--- config.mk ---
export PLATFORM = sky130hd
export DESIGN_NAME = vframe_timer
export DESIGN_NICKNAME = d
export VERILOG_FILES = /design/src/rtl/vft_pkg.sv /design/src/rtl/vft_shadow.sv /design/src/rtl/vft_seq.sv /design/src/rtl/vft_drive.sv /design/src/rtl/vframe_timer.sv
export SDC_FILE = /design/constraint.sdc
export NUM_CORES = 1
export LEC_CHECK = 0
export ABC_AREA = 0
export CAP_MARGIN = 0
export CORE_ASPECT_RATIO = 0.8
export CORE_MARGIN = 1.5
export CORE_UTILIZATION = 55
export DETAILED_ROUTE_END_ITERATION = 6
export DONT_BUFFER_PORTS = 1
export GPL_ROUTABILITY_DRIVEN = 0
export MAX_ROUTING_LAYER = met4
export PLACE_DENSITY_LB_ADDON = 0.15
export SKIP_LAST_GASP = 1
export SLEW_MARGIN = 20
export SYNTH_ARGS = -nofsm -noshare
export SYNTH_HDL_FRONTEND = slang
export SYNTH_SLANG_ARGS = --single-unit
--- constraint.sdc ---
create_clock -name clk -period 4.42 [get_ports clk]
set_input_delay 0.442 -clock clk [delete_from_list [all_inputs] [get_ports clk]]
set_output_delay 0.442 -clock clk [all_outputs]
set_load 0.01 [all_outputs]
--- src/rtl/vft_pkg.sv ---
package vft_pkg;

    localparam int BOF_W  = 8;
    localparam int EOF_W  = 8;
    localparam int SYNC_W = 6;
    localparam int LINE_W = 10;

    localparam int WAIT_W = (BOF_W > EOF_W) ? BOF_W : EOF_W;
    localparam int PART_W = (WAIT_W > SYNC_W) ? WAIT_W : SYNC_W;
    localparam int CNT_W  = (PART_W > LINE_W) ? PART_W : LINE_W;

    typedef enum logic [2:0] {
        PH_IDLE  = 3'd0,
        PH_BWAIT = 3'd1,
        PH_DISP  = 3'd2,
        PH_EWAIT = 3'd3,
        PH_SYNC  = 3'd4
    } phase_t;

    typedef struct packed {
        logic              tft;
        logic [BOF_W-1:0]  bof;
        logic [EOF_W-1:0]  eof;
        logic [SYNC_W-1:0] sync;
        logic [LINE_W-1:0] lines;
    } vcfg_t;

endpackage

--- src/rtl/vft_shadow.sv ---
module vft_shadow
    import vft_pkg::*;
(
    input  logic              clk,
    input  logic              rst_n,
    input  logic              load,
    input  logic              tft_in,
    input  logic [BOF_W-1:0]  bof_in,
    input  logic [EOF_W-1:0]  eof_in,
    input  logic [SYNC_W-1:0] sync_in,
    input  logic [LINE_W-1:0] lines_in,
    output logic              live_bwait,
    output vcfg_t             held
);

    vcfg_t live;

    // Passive panels never wait at either end of the frame.
    always_comb begin
        live.tft   = tft_in;
        live.bof   = tft_in ? bof_in : '0;
        live.eof   = tft_in ? eof_in : '0;
        live.sync  = sync_in;
        live.lines = lines_in;
    end

    assign live_bwait = (live.bof != '0);

    always_ff @(posedge clk or negedge rst_n) begin
        if (!rst_n) begin
            held <= '0;
        end else if (load) begin
            held <= live;
        end
    end

endmodule

--- src/rtl/vft_seq.sv ---
module vft_seq
    import vft_pkg::*;
(
    input  logic              clk,
    input  logic              rst_n,
    input  logic              enable,
    input  logic              line_tick,
    input  logic              live_bwait,
    input  logic [BOF_W-1:0]  h_bof,
    input  logic [EOF_W-1:0]  h_eof,
    input  logic [SYNC_W-1:0] h_sync,
    input  logic [LINE_W-1:0] h_lines,
    input  logic              h_tft,
    output phase_t            ph,
    output logic [CNT_W-1:0]  cnt,
    output logic              open_frame,
    output logic              close_frame
);

    phase_t           ph_nxt;
    logic [CNT_W-1:0] cnt_nxt;
    logic [CNT_W-1:0] cnt_inc;
    logic             step;

    assign step    = enable && line_tick;
    assign cnt_inc = cnt + 1'b1;

    // Next-state process: moves only on a line tick.
    always_comb begin
        ph_nxt     = ph;
        cnt_nxt    = cnt;
        open_frame = 1'b0;
        if (!enable) begin
            ph_nxt  = PH_IDLE;
            cnt_nxt = '0;
        end else if (line_tick) begin
            unique case (ph)
                PH_IDLE: begin
                    open_frame = 1'b1;
                    ph_nxt     = live_bwait ? PH_BWAIT : PH_DISP;
                    cnt_nxt    = '0;
                end
                PH_BWAIT: begin
                    if (cnt_inc == CNT_W'(h_bof)) begin
                        ph_nxt  = PH_DISP;
                        cnt_nxt = '0;
                    end else begin
                        cnt_nxt = cnt_inc;
                    end
                end
                PH_DISP: begin
                    if (cnt == CNT_W'(h_lines)) begin
                        ph_nxt  = (h_eof != '0) ? PH_EWAIT : PH_SYNC;
                        cnt_nxt = '0;
                    end else begin
                        cnt_nxt = cnt_inc;
                    end
                end
                PH_EWAIT: begin
                    if (cnt_inc == CNT_W'(h_eof)) begin
                        ph_nxt  = PH_SYNC;
                        cnt_nxt = '0;
                    end else begin
                        cnt_nxt = cnt_inc;
                    end
                end
                PH_SYNC: begin
                    if (cnt == CNT_W'(h_sync)) begin
                        open_frame = 1'b1;
                        ph_nxt     = live_bwait ? PH_BWAIT : PH_DISP;
                        cnt_nxt    = '0;
                    end else begin
                        cnt_nxt = cnt_inc;
                    end
                end
                default: begin
                    ph_nxt  = PH_IDLE;
                    cnt_nxt = '0;
                end
            endcase
        end
    end

    // The last period of a frame is the final sync period.
    assign close_frame = step && !open_frame && (ph_nxt == PH_SYNC) &&
                         (cnt_nxt == CNT_W'(h_sync));

    // State register process.
    always_ff @(posedge clk or negedge rst_n) begin
        if (!rst_n) begin
            ph  <= PH_IDLE;
            cnt <= '0;
        end else begin
            ph  <= ph_nxt;
            cnt <= cnt_nxt;
        end
    end

    p_off_r1: assert property (@(posedge clk) disable iff (!rst_n)
        !enable |=> (ph == PH_IDLE) && (cnt == '0));

    p_hold_r10: assert property (@(posedge clk) disable iff (!rst_n)
        (enable && !line_tick) |=> ($stable(ph) && $stable(cnt)));

    p_idx_bound_r4: assert property (@(posedge clk) disable iff (!rst_n)
        (ph == PH_DISP) |-> (cnt <= CNT_W'(h_lines)));

    p_no_wait_passive_r7: assert property (@(posedge clk) disable iff (!rst_n)
        ((ph == PH_BWAIT) || (ph == PH_EWAIT)) |-> h_tft);

    p_sync_bound_r6: assert property (@(posedge clk) disable iff (!rst_n)
        (ph == PH_SYNC) |-> (cnt <= CNT_W'(h_sync)));

endmodule

--- src/rtl/vft_drive.sv ---
module vft_drive
    import vft_pkg::*;
(
    input  logic              clk,
    input  logic              rst_n,
    input  logic              enable,
    input  logic              line_tick,
    input  phase_t            ph,
    input  logic [CNT_W-1:0]  cnt,
    input  logic              h_tft,
    input  logic              open_frame,
    input  logic              close_frame,
    output logic              frame_pin,
    output logic              line_active,
    output logic [LINE_W-1:0] line_idx,
    output logic              frame_start,
    output logic              frame_end
);

    // Level outputs decoded from the registered phase.
    always_comb begin
        line_active = 1'b0;
        line_idx    = '0;
        frame_pin   = 1'b0;
        unique case (ph)
            PH_DISP: begin
                line_active = 1'b1;
                line_idx    = cnt[LINE_W-1:0];
                frame_pin   = !h_tft && (cnt == '0);
            end
            PH_SYNC:  frame_pin = h_tft;
            PH_IDLE, PH_BWAIT, PH_EWAIT: frame_pin = 1'b0;
            default:  frame_pin = 1'b0;
        endcase
    end

    always_ff @(posedge clk or negedge rst_n) begin
        if (!rst_n) begin
            frame_start <= 1'b0;
            frame_end   <= 1'b0;
        end else begin
            frame_start <= open_frame;
            frame_end   <= close_frame;
        end
    end

    p_pulse_excl_r9: assert property (@(posedge clk) disable iff (!rst_n)
        !(frame_start && frame_end));

    p_end_then_start_r9: assert property (@(posedge clk) disable iff (!rst_n)
        (frame_end && enable && line_tick) |=> frame_start);

    p_first_line_r4: assert property (@(posedge clk) disable iff (!rst_n)
        $rose(line_active) |-> (line_idx == '0));

    p_vsync_off_lines_r6: assert property (@(posedge clk) disable iff (!rst_n)
        (frame_pin && h_tft) |-> !line_active);

    p_quiet_r1: assert property (@(posedge clk) disable iff (!rst_n)
        !enable |=> (!frame_pin && !line_active && !frame_start && !frame_end));

endmodule

--- src/rtl/vframe_timer.sv ---
module vframe_timer
    import vft_pkg::*;
(
    input  logic              clk,
    input  logic              rst_n,
    input  logic              enable,
    input  logic              line_tick,
    input  logic              tft_mode,
    input  logic [BOF_W-1:0]  bof_wait,
    input  logic [EOF_W-1:0]  eof_wait,
    input  logic [SYNC_W-1:0] sync_len,
    input  logic [LINE_W-1:0] panel_lines,
    output logic              frame_pin,
    output logic              line_active,
    output logic [LINE_W-1:0] line_idx,
    output logic              frame_start,
    output logic              frame_end
);

    vcfg_t            hcfg;
    logic             live_bwait;
    phase_t           ph;
    logic [CNT_W-1:0] cnt;
    logic             open_frame;
    logic             close_frame;

    vft_shadow u_shadow (
        .clk        (clk),
        .rst_n      (rst_n),
        .load       (open_frame),
        .tft_in     (tft_mode),
        .bof_in     (bof_wait),
        .eof_in     (eof_wait),
        .sync_in    (sync_len),
        .lines_in   (panel_lines),
        .live_bwait (live_bwait),
        .held       (hcfg)
    );

    vft_seq u_seq (
        .clk         (clk),
        .rst_n       (rst_n),
        .enable      (enable),
        .line_tick   (line_tick),
        .live_bwait  (live_bwait),
        .h_bof       (hcfg.bof),
        .h_eof       (hcfg.eof),
        .h_sync      (hcfg.sync),
        .h_lines     (hcfg.lines),
        .h_tft       (hcfg.tft),
        .ph          (ph),
        .cnt         (cnt),
        .open_frame  (open_frame),
        .close_frame (close_frame)
    );

    vft_drive u_drive (
        .clk         (clk),
        .rst_n       (rst_n),
        .enable      (enable),
        .line_tick   (line_tick),
        .ph          (ph),
        .cnt         (cnt),
        .h_tft       (hcfg.tft),
        .open_frame  (open_frame),
        .close_frame (close_frame),
        .frame_pin   (frame_pin),
        .line_active (line_active),
        .line_idx    (line_idx),
        .frame_start (frame_start),
        .frame_end   (frame_end)
    );

endmodule

Yosys cells after proc, flatten, opt, wreduce, memory -nomap -nowiden
Cells that the tools add are included.
W data, S select, Z words.
- flip-flop bits (word level): 48
- bits of input ports: 37
- output and inout port bits: 14
- logic and storage cells: 56
- add/sub/neg operators: 1
- equality and inequality tests: 10
- multiplexer cells: 25
- reduce and logical (&&, ||, !) cells: 11
- operators with widths (cell ; number):
    $mux W10 ; 7
    $pmux W10 S4 ; 1
    $mux W3 ; 7
    $eq A10 B6 Y1 ; 2
    $eq A10 B8 Y1 ; 2
    $mux W8 ; 2
    $reduce_bool A8 Y1 ; 2
    $pmux W3 S5 ; 1
    $add A10 B1 Y10 const B ; 1
    $eq A10 B10 Y1 ; 1
    $logic_not A10 Y1 ; 1
    $eq A3 B2 Y1 const B ; 2
    $eq A3 B3 Y1 const B ; 2
    $logic_and A1 B1 Y1 ; 5
    $mux W1 ; 4
    $pmux W1 S2 ; 2
    $eq A3 B1 Y1 const B ; 1
    $logic_not A3 Y1 ; 1
    $logic_not A1 Y1 ; 2
    $mux W2 ; 1

Depth between registers and ports, before layout
Gate-level depths: netlist (run 1).
- depth in word-level cells: 10
- mapped depth: 12
- depth with buffers taken out: 10

Cells and area by module
From an unflattened synthesis (run 1), not the netlist that was laid out.
- cell total of the unflattened synthesis: 371
- area, all modules: 3443.3 um^2
- by module, submodules not included (module ; times used ; cells each ; area an instance (um^2) ; sequential area each (um^2)):
    vft_seq ; 1 ; 243 ; 1946.9 ; 325.3
    vft_shadow ; 1 ; 108 ; 1310.0 ; 825.8
    vft_drive ; 1 ; 20 ; 186.4 ; 50.0

Least setup slack after synthesis (run 1)
No wires, ideal clock.
- path kind: reg2reg
- start: register u_seq.cnt[1]
- end: register u_drive.frame_end
- library setup time: 0.121 ns
- arrival: 2.624 ns
- setup slack: 1.675 ns
- cell stages (with the launch flop): 12
- path buffers: 2
- clock period less this slack: 2.745 ns
- cells stage by stage: dfrtp_1 ha_1 buf_2 nand3_1 or2_1 o31a_1 a211oi_1 a31oi_1 nor3_2 buf_6 mux2i_1 and4bb_1
- longest elaborated chain between the ends: 9
- ends and longest elaborated chain (element ; RTL line ; text):
    from (decl) ; vft_seq.sv:15 ; output logic [CNT_W-1:0] cnt,
    from (signal assigned) ; vft_seq.sv:95 ; cnt <= cnt_nxt;
    $add A10 B1 Y10 / $eq A10 B6 Y1 (equally long branches) ; vft_seq.sv:26, vft_seq.sv:68 ;
    $eq A10 B8 Y1, or another cell as far along ; vft_seq.sv:60 ; if (cnt_inc == CNT_W'(h_eof)) begin
    $mux W3, or another cell as far along ; vft_seq.sv:60 ;
    $pmux W3 S5 / $mux W1 (equally long branches) ; vft_seq.sv:37, vft_seq.sv:36 ;
    $mux W3 / $mux W1 (equally long branches) ; vft_seq.sv:36, vft_seq.sv:33 ;
    $mux W3 / $logic_not A1 Y1 (equally long branches) ; vft_seq.sv:33, vft_seq.sv:85 ;
    $eq A3 B3 Y1 / $logic_and A1 B1 Y1 (equally long branches) ; vft_seq.sv:85 ; assign close_frame = step && !open_frame && (ph_nxt == PH_SYNC) &&
    $logic_and A1 B1 Y1 ; vft_seq.sv:85 ;
    $logic_and A1 B1 Y1 (*) ; vft_seq.sv:85 ;
    via close_frame ; vframe_timer.sv:25 ; logic close_frame;
    to (signal assigned) ; vft_drive.sv:43 ; frame_end <= close_frame;
    to (decl) ; vft_drive.sv:17 ; output logic frame_end
Mark *: on every way through the listed nets, which the timed path passes. The rest lies on a longest branch.
A chain may end at the register's enable or synchronous reset.

Worst setup path after layout (run 1)
- start: register u_seq.cnt[0]
- end: register u_drive.frame_end
The elaborated chain is that of the path after synthesis.

==> results of run 1 <==
## final timing paths
path,startpoint,end,slack [ps],cells past startpoint
max in group asynchronous,rst_n,u_shadow.held[11],3530,2
hold / removal,line_tick,u_seq.ph[0],210,1
setup reg to reg,u_seq.cnt[0],u_drive.frame_end,580,9
min in group asynchronous,rst_n,u_seq.cnt[8],660,2
setup / recovery,u_seq.cnt[0],u_drive.frame_end,580,9
hold reg to reg,u_shadow.held[7],u_shadow.held[7],510,2
## logic make-up after synthesis
logic type,count (synthesis),share of synthesized area [%]
simple gates,184,29.0
compound gates,72,14.5
flops,48,36.9
xor+xnor,40,12.1
buf+inv,40,5.57
mux,4,1.27
fa+ha+maj,2,0.768
## routing by layer
layer | vias up | part of all wire [%]
met5 | - | 0
met4 | 0 | 2.4
met3 | 25 | 8.5
met2 | 172 | 43
met1 | 1331 | 46
li1 | 1311 | -
## state kept, by name (all words and copies together) (netlist names)
| register | count |
|---|---|
| u_shadow.held | 33 |
| u_seq.cnt | 10 |
| u_seq.ph | 3 |
| u_drive.frame_end | 1 |
| u_drive.frame_start | 1 |
## placed cells by master, fill, tap and decap left out, types with 10 or more instances in the layout
| cell | count |
|---|---|
| nand3_1 | 12 |
| nor3_1 | 13 |
| dfrtp_1 | 48 |
| nand2_1 | 92 |
| o21ai_0 | 31 |
| xnor2_1 | 16 |
| nor4_1 | 10 |
| xor2_1 | 21 |
| nor2_1 | 11 |
## report_power, final
part	leakage (nW)	switching, mW	internal, mW
registers	0.627	0.0874	0.511
clock network	0.0583	0.162	0.171
logic	0.821	0.164	0.125
## layout make-up
class,count,share of cell area (%)
clock buffer,5,2.03
sequential,48,35.4
timing repair buffer,5,1.77
multi-input combinational,302,55.4
inverter,10,1.11
clock inverter,3,1.40
tap,78,2.88
## critical path, delay by kind of cell (launching register included)
family / cells / cell delay [ps]
mux: 1 / 290
fa+ha+maj: 1 / 510
simple gates: 4 / 1390
compound gates: 2 / 550
xor+xnor: 1 / 410
flops: 1 / 590
## per-stage QoR
stage,utilization [%],setup WS (ps),hold slack (ps)
2_1_floorplan,-,1680,146
5_1_grt,60.7,331,205
3_5_place_dp,57.9,661,148
3_3_place_gp,57.9,832,148
6_report,60.7,584,212
4_1_cts,60.7,632,206
## timing repair
item,CTS,global route
hold buffers,2,0
resized for setup,0,0
hold endpoints to repair,48,0
==> impl_metrics.tcl, run 1 <==
set metrics [dict create \
    core_mm2 0.00559 \
    tightest_slew_ps 796 \
    start_util_pct 58.4 \
    grt_pass1_vias 2655 \
    layout.nets 411 \
    use_met3_pct 5.07 \
    drive_above_1_share_pct 5.63 \
    fill_cells 526 \
    yosysWarnings 0 \
    drtIter0Drc 267 \
    synth_cell_types 58 \
    status "finished clean" \
    regArea_mm2 0.00120 \
    grt_most_used_layer "met1" \
    ys_ff_latch 48 \
    total_power_mw 1.22 \
    clock.fmax_mhz 261 \
    wl_per_cell_um 19.0 \
    synthTopCellsByCount "nand2_1 (92), dfrtp_1 (48), o21ai_0 (31)" \
    leakage_nw 1.51 \
    path_max_fanout 12 \
    clk_path_buf_depth 2 \
    io-pin-count 51 \
    power_density_mw_per_mm2 360 \
    worstSetupStartpointType "register" \
    setup_viol 0 \
    path_cells "ha_1, xor3_1, a2111oi_2, o211ai_1, nor4b_4, nor4b_4, nor3_2, mux2i_1, and4bb_1" \
    postCtsSetupBuffers 0 \
    use_met2_pct 41.4 \
    multi_input_comb_area_mm2 0.00188 \
    timing.critical_path.slowest_stage_cell "nor3_2" \
    crit_type "register to register" \
    dr.pass1.iters 5 \
    yosysMostFrequentCell "nand2_1" \
    min_path_type "input port to register" \
    post-route-min-period_ps 3840 \
    postPlaceCellArea_mm2 0.00324 \
    path_clk_slew_ps 100 \
    grtUsageTotal_pct 29.7 \
    synthesis.instances 390 \
    drv_cap 0 \
    clock_skew_ps 7.89 \
    portBuffers 0 \
    critPathCaptureType "register" \
    overflow 0 \
    hold_viol 0 \
    dr_total_vias 2839 \
    die_y_um 71.9 \
    cts_buffers 5 \
    fp.dieW_um 89.1 \
    final_cell_count_no_fill 451 \
    design_area_mm2 0.00339 \
    cts_num_sinks 48 \
    worst_ep_arrival_time_ps 4040 \
    slowest_delay_ps 670 \
    antenna_found_initial 0 \
    vdd_drop_max_mv 0.200 \
    htree_levels 2 \
    ys_seq_area_share_pct 36.9 \
    routed_via_density 6.29 \
    required_ps 4620 \
    synth-edff-count 0 \
    die_area_mm2 0.00640 \
    cts_tree "done" \
    syn_to_final_growth_pct 3.99 \
    rows 24 \
    tns_ps 0 \
    grt_max_degree 49 \
    rsz0062_at_grt "false" \
    drc 0 \
    ant_nets 0 \
    syn-cell-area_mm2 0.00326 \
    hpwl_mm 6.04 \
    dp_cells 441 \
    synth_fp_nets 429 \
    yosys.area.top_type "dfrtp_1" \
    routed_wl_mm 8.57 \
    grt_use_met1_pct 44.4 \
    maxSlewViolCount 0 \
    slew_headroom_pct 46.7 \
    grt_pass1_wl_mm 13.9 \
    syn_avg_cell_area_um2 8.36 \
    async_flop_share_pct 100 \
    cts_root_buffer "clkbuf_8" \
    diodes 0 \
    yosysTopAreaCellShare_pct 36.9 \
    crit_path_frequent_cell "nor4b_4" \
    min_period_over_period_pct 86.8 \
    ys.flop_type "dfrtp_1" \
    synth_area_leaders "dfrtp_1 (37%), nand2_1 (11%), xor2_1 (5.6%)" \
    insertion_delay_ps 310 \
]
No activity file was read; power rests on OpenSTA's default activity.
==> inputs of run 2 (changes only) <==
==> constraint.sdc (replaced) <==
create_clock -name clk -period 4.42 [get_ports clk]
set_input_delay 0 -clock clk [delete_from_list [all_inputs] [get_ports clk]]
set_output_delay 0 -clock clk [all_outputs]
set_load 0.01 [all_outputs]
==> run 2 against run 1 <==
Worst setup slack gained 40 ps; critical path depth unchanged; worst hold slack got worse by 190 ps; sequential power hardly changed; clock power rose by 5%; combinational power up 11%; power up 3.9%; global-route usage up 1.8 points; fmax is 1.1% higher; wire length rose by 6.0%; critical endpoint unchanged; largest cell class unchanged; highest routed layer unchanged.
==> impl_metrics.tcl, run 2 (synthesis gave the netlist of run 1 again) <==
set metrics [dict create \
    clk_path_buf_depth 2 \
    cts_tree "done" \
    critPathTopFamily "simple AND/OR/NAND/NOR gates" \
    hpwl_mm 6.00 \
    grtUsageTotal_pct 31.5 \
    layout_common_cells "nand2_1 (92), dfrtp_1 (48), dlygate4sd3_1 (37)" \
    io-pin-count 51 \
    path_cells "ha_1, xor3_1, a2111oi_2, o211ai_1, nor4b_4, nor4b_4, nor3_2, o221ai_1, and4bb_1" \
    fp.dieW_um 89.1 \
    antenna_found_initial 0 \
    setup_viol 0 \
    post-route-min-period_ps 3800 \
    insertion_delay_ps 310 \
    largest_reg_flops 33 \
    wl_per_cell_um 18.6 \
    leakage_nw 1.66 \
    cts_buffers 5 \
    crit_path_frequent_cell "nor4b_4" \
    wl_met3_um 769 \
    drive_above_1_share_pct 5.13 \
    ff2ff_setup_slack_ps 620 \
    drc 0 \
    slew_headroom_pct 49.9 \
    dr.pass1.iters 5 \
    required_ps 4680 \
    slowest_delay_ps 630 \
    ant_nets 0 \
    layout.nets 447 \
    min_path_type "input port to register" \
    layout_commonest_cell "nand2_1" \
    power_density_mw_per_mm2 338 \
    rows 24 \
    wl_met1_mm 4.10 \
    routed_wl_mm 9.08 \
    syn_to_final_growth_pct 15.2 \
    grt_max_degree 49 \
    critPathCaptureType "register" \
    top_regs "u_shadow.held x33, u_seq.cnt x10, u_seq.ph x3" \
    timing.critical_path.slowest_stage_cell "nor3_2" \
    vdd_drop_max_mv 0.196 \
    clock.fmax_mhz 263 \
    path_clk_slew_ps 110 \
    grt_pass1_vias 2778 \
    highest-signal-layer "met4" \
    crit_type "register to register" \
    diodes 0 \
    cts_root_buffer "clkbuf_8" \
    tightest_slew_ps 748 \
    hold_viol 0 \
    min_period_over_period_pct 85.9 \
    grt_pass1_wl_mm 14.6 \
    drtIter0Drc 341 \
    clock_skew_ps 14.7 \
    total_power_mw 1.27 \
    cts_num_sinks 48 \
    maxSlewViolCount 0 \
    path_buf_inv 0 \
    rsz0062_at_grt "false" \
    die_area_mm2 0.00640 \
    overflow 0 \
    portBuffers 0 \
    worst_ep_arrival_time_ps 4050 \
    routed-wl-met2_mm 4.09 \
    dr_total_vias 2973 \
    htree_levels 2 \
    postCtsSetupBuffers 0 \
    routed_via_density 6.10 \
    status "finished clean" \
    die_y_um 71.9 \
    worstSetupStartpointType "register" \
    core_mm2 0.00559 \
    drv_cap 0 \
    start_util_pct 58.4 \
    largest_register "u_shadow.held" \
    tns_ps 0 \
    path_max_fanout 12 \
]
==> run 2: changes by cell type in the layout (fill, tap and decap cells not counted), sizes merged <==
| cell | delta |
|---|---|
| dlygate4sd3 | +36 |
| clkinv | -1 |
| clkbuf | +1 |
==> run 2: worst reg2reg max path: stages (launching register included) <==
cell       delay [ps]
dfrtp_1           600
ha_1              530
xor3_1            420
a2111oi_2         350
o211ai_1          190
nor4b_4           390
nor4b_4           100
nor3_2            630
o221ai_1          230
and4bb_1          310
==> run 2: cell type report <==
class / count / area, um2
Tap cell: 78 / 97.6
Sequential cell: 48 / 1200
Timing Repair Buffer: 41 / 420
Multi-Input combinational cell: 302 / 1880
Clock inverter: 2 / 38.8
Fill cell: 471 / 1830
Clock buffer: 6 / 82.6
Inverter: 10 / 37.5
==> run 2: worst paths after layout <==
path | cells past startpoint | endpoint | startpoint
max in group asynchronous | 2 | u_shadow.held[14] | rst_n
worst min-delay path | 3 | u_seq.cnt[7] | line_tick
min in group asynchronous | 2 | u_shadow.held[5] | rst_n
worst min register to register | 2 | u_shadow.held[3] | u_shadow.held[3]
worst max register to register | 9 | u_drive.frame_end | u_seq.cnt[0]
worst max-delay path | 9 | u_drive.frame_end | u_seq.cnt[0]
==> run 2: metal layers <==
metal	track usage, %	up-vias
met5	-	-
met4	7.69	0
met3	4.84	20
met2	46.2	161
met1	45.9	1404
li1	-	1388
==> run 2: timing repair <==
action,CTS,global route
gates resized for setup,0,0
hold buffers,38,0
hold endpoints to repair,94,0
==> run 2: per-stage QoR <==
| stage | cell area [um2] | setup slack (ps) | hold WS [ps] | cells | util [%] |
|---|---|---|---|---|---|
| global route | 3750 | 350 | 20.5 | 487 | 67.2 |
| finish | 3750 | 624 | 19.2 | 487 | 67.2 |
| detailed placement | 3240 | 705 | -294 | 441 | 57.9 |
| CTS | 3750 | 690 | 2.62 | 487 | 67.2 |
| floorplan | 3260 | 1680 | -296 | 390 | - |
| global placement | 3240 | 846 | -294 | 441 | 57.9 |
==> run 2: where the power goes <==
part	total (mW)	switching [mW]	internal, mW	leakage, nW
Sequential	0.600	0.0888	0.511	0.627
Combinational	0.320	0.174	0.146	0.972
Clock	0.348	0.163	0.185	0.0614
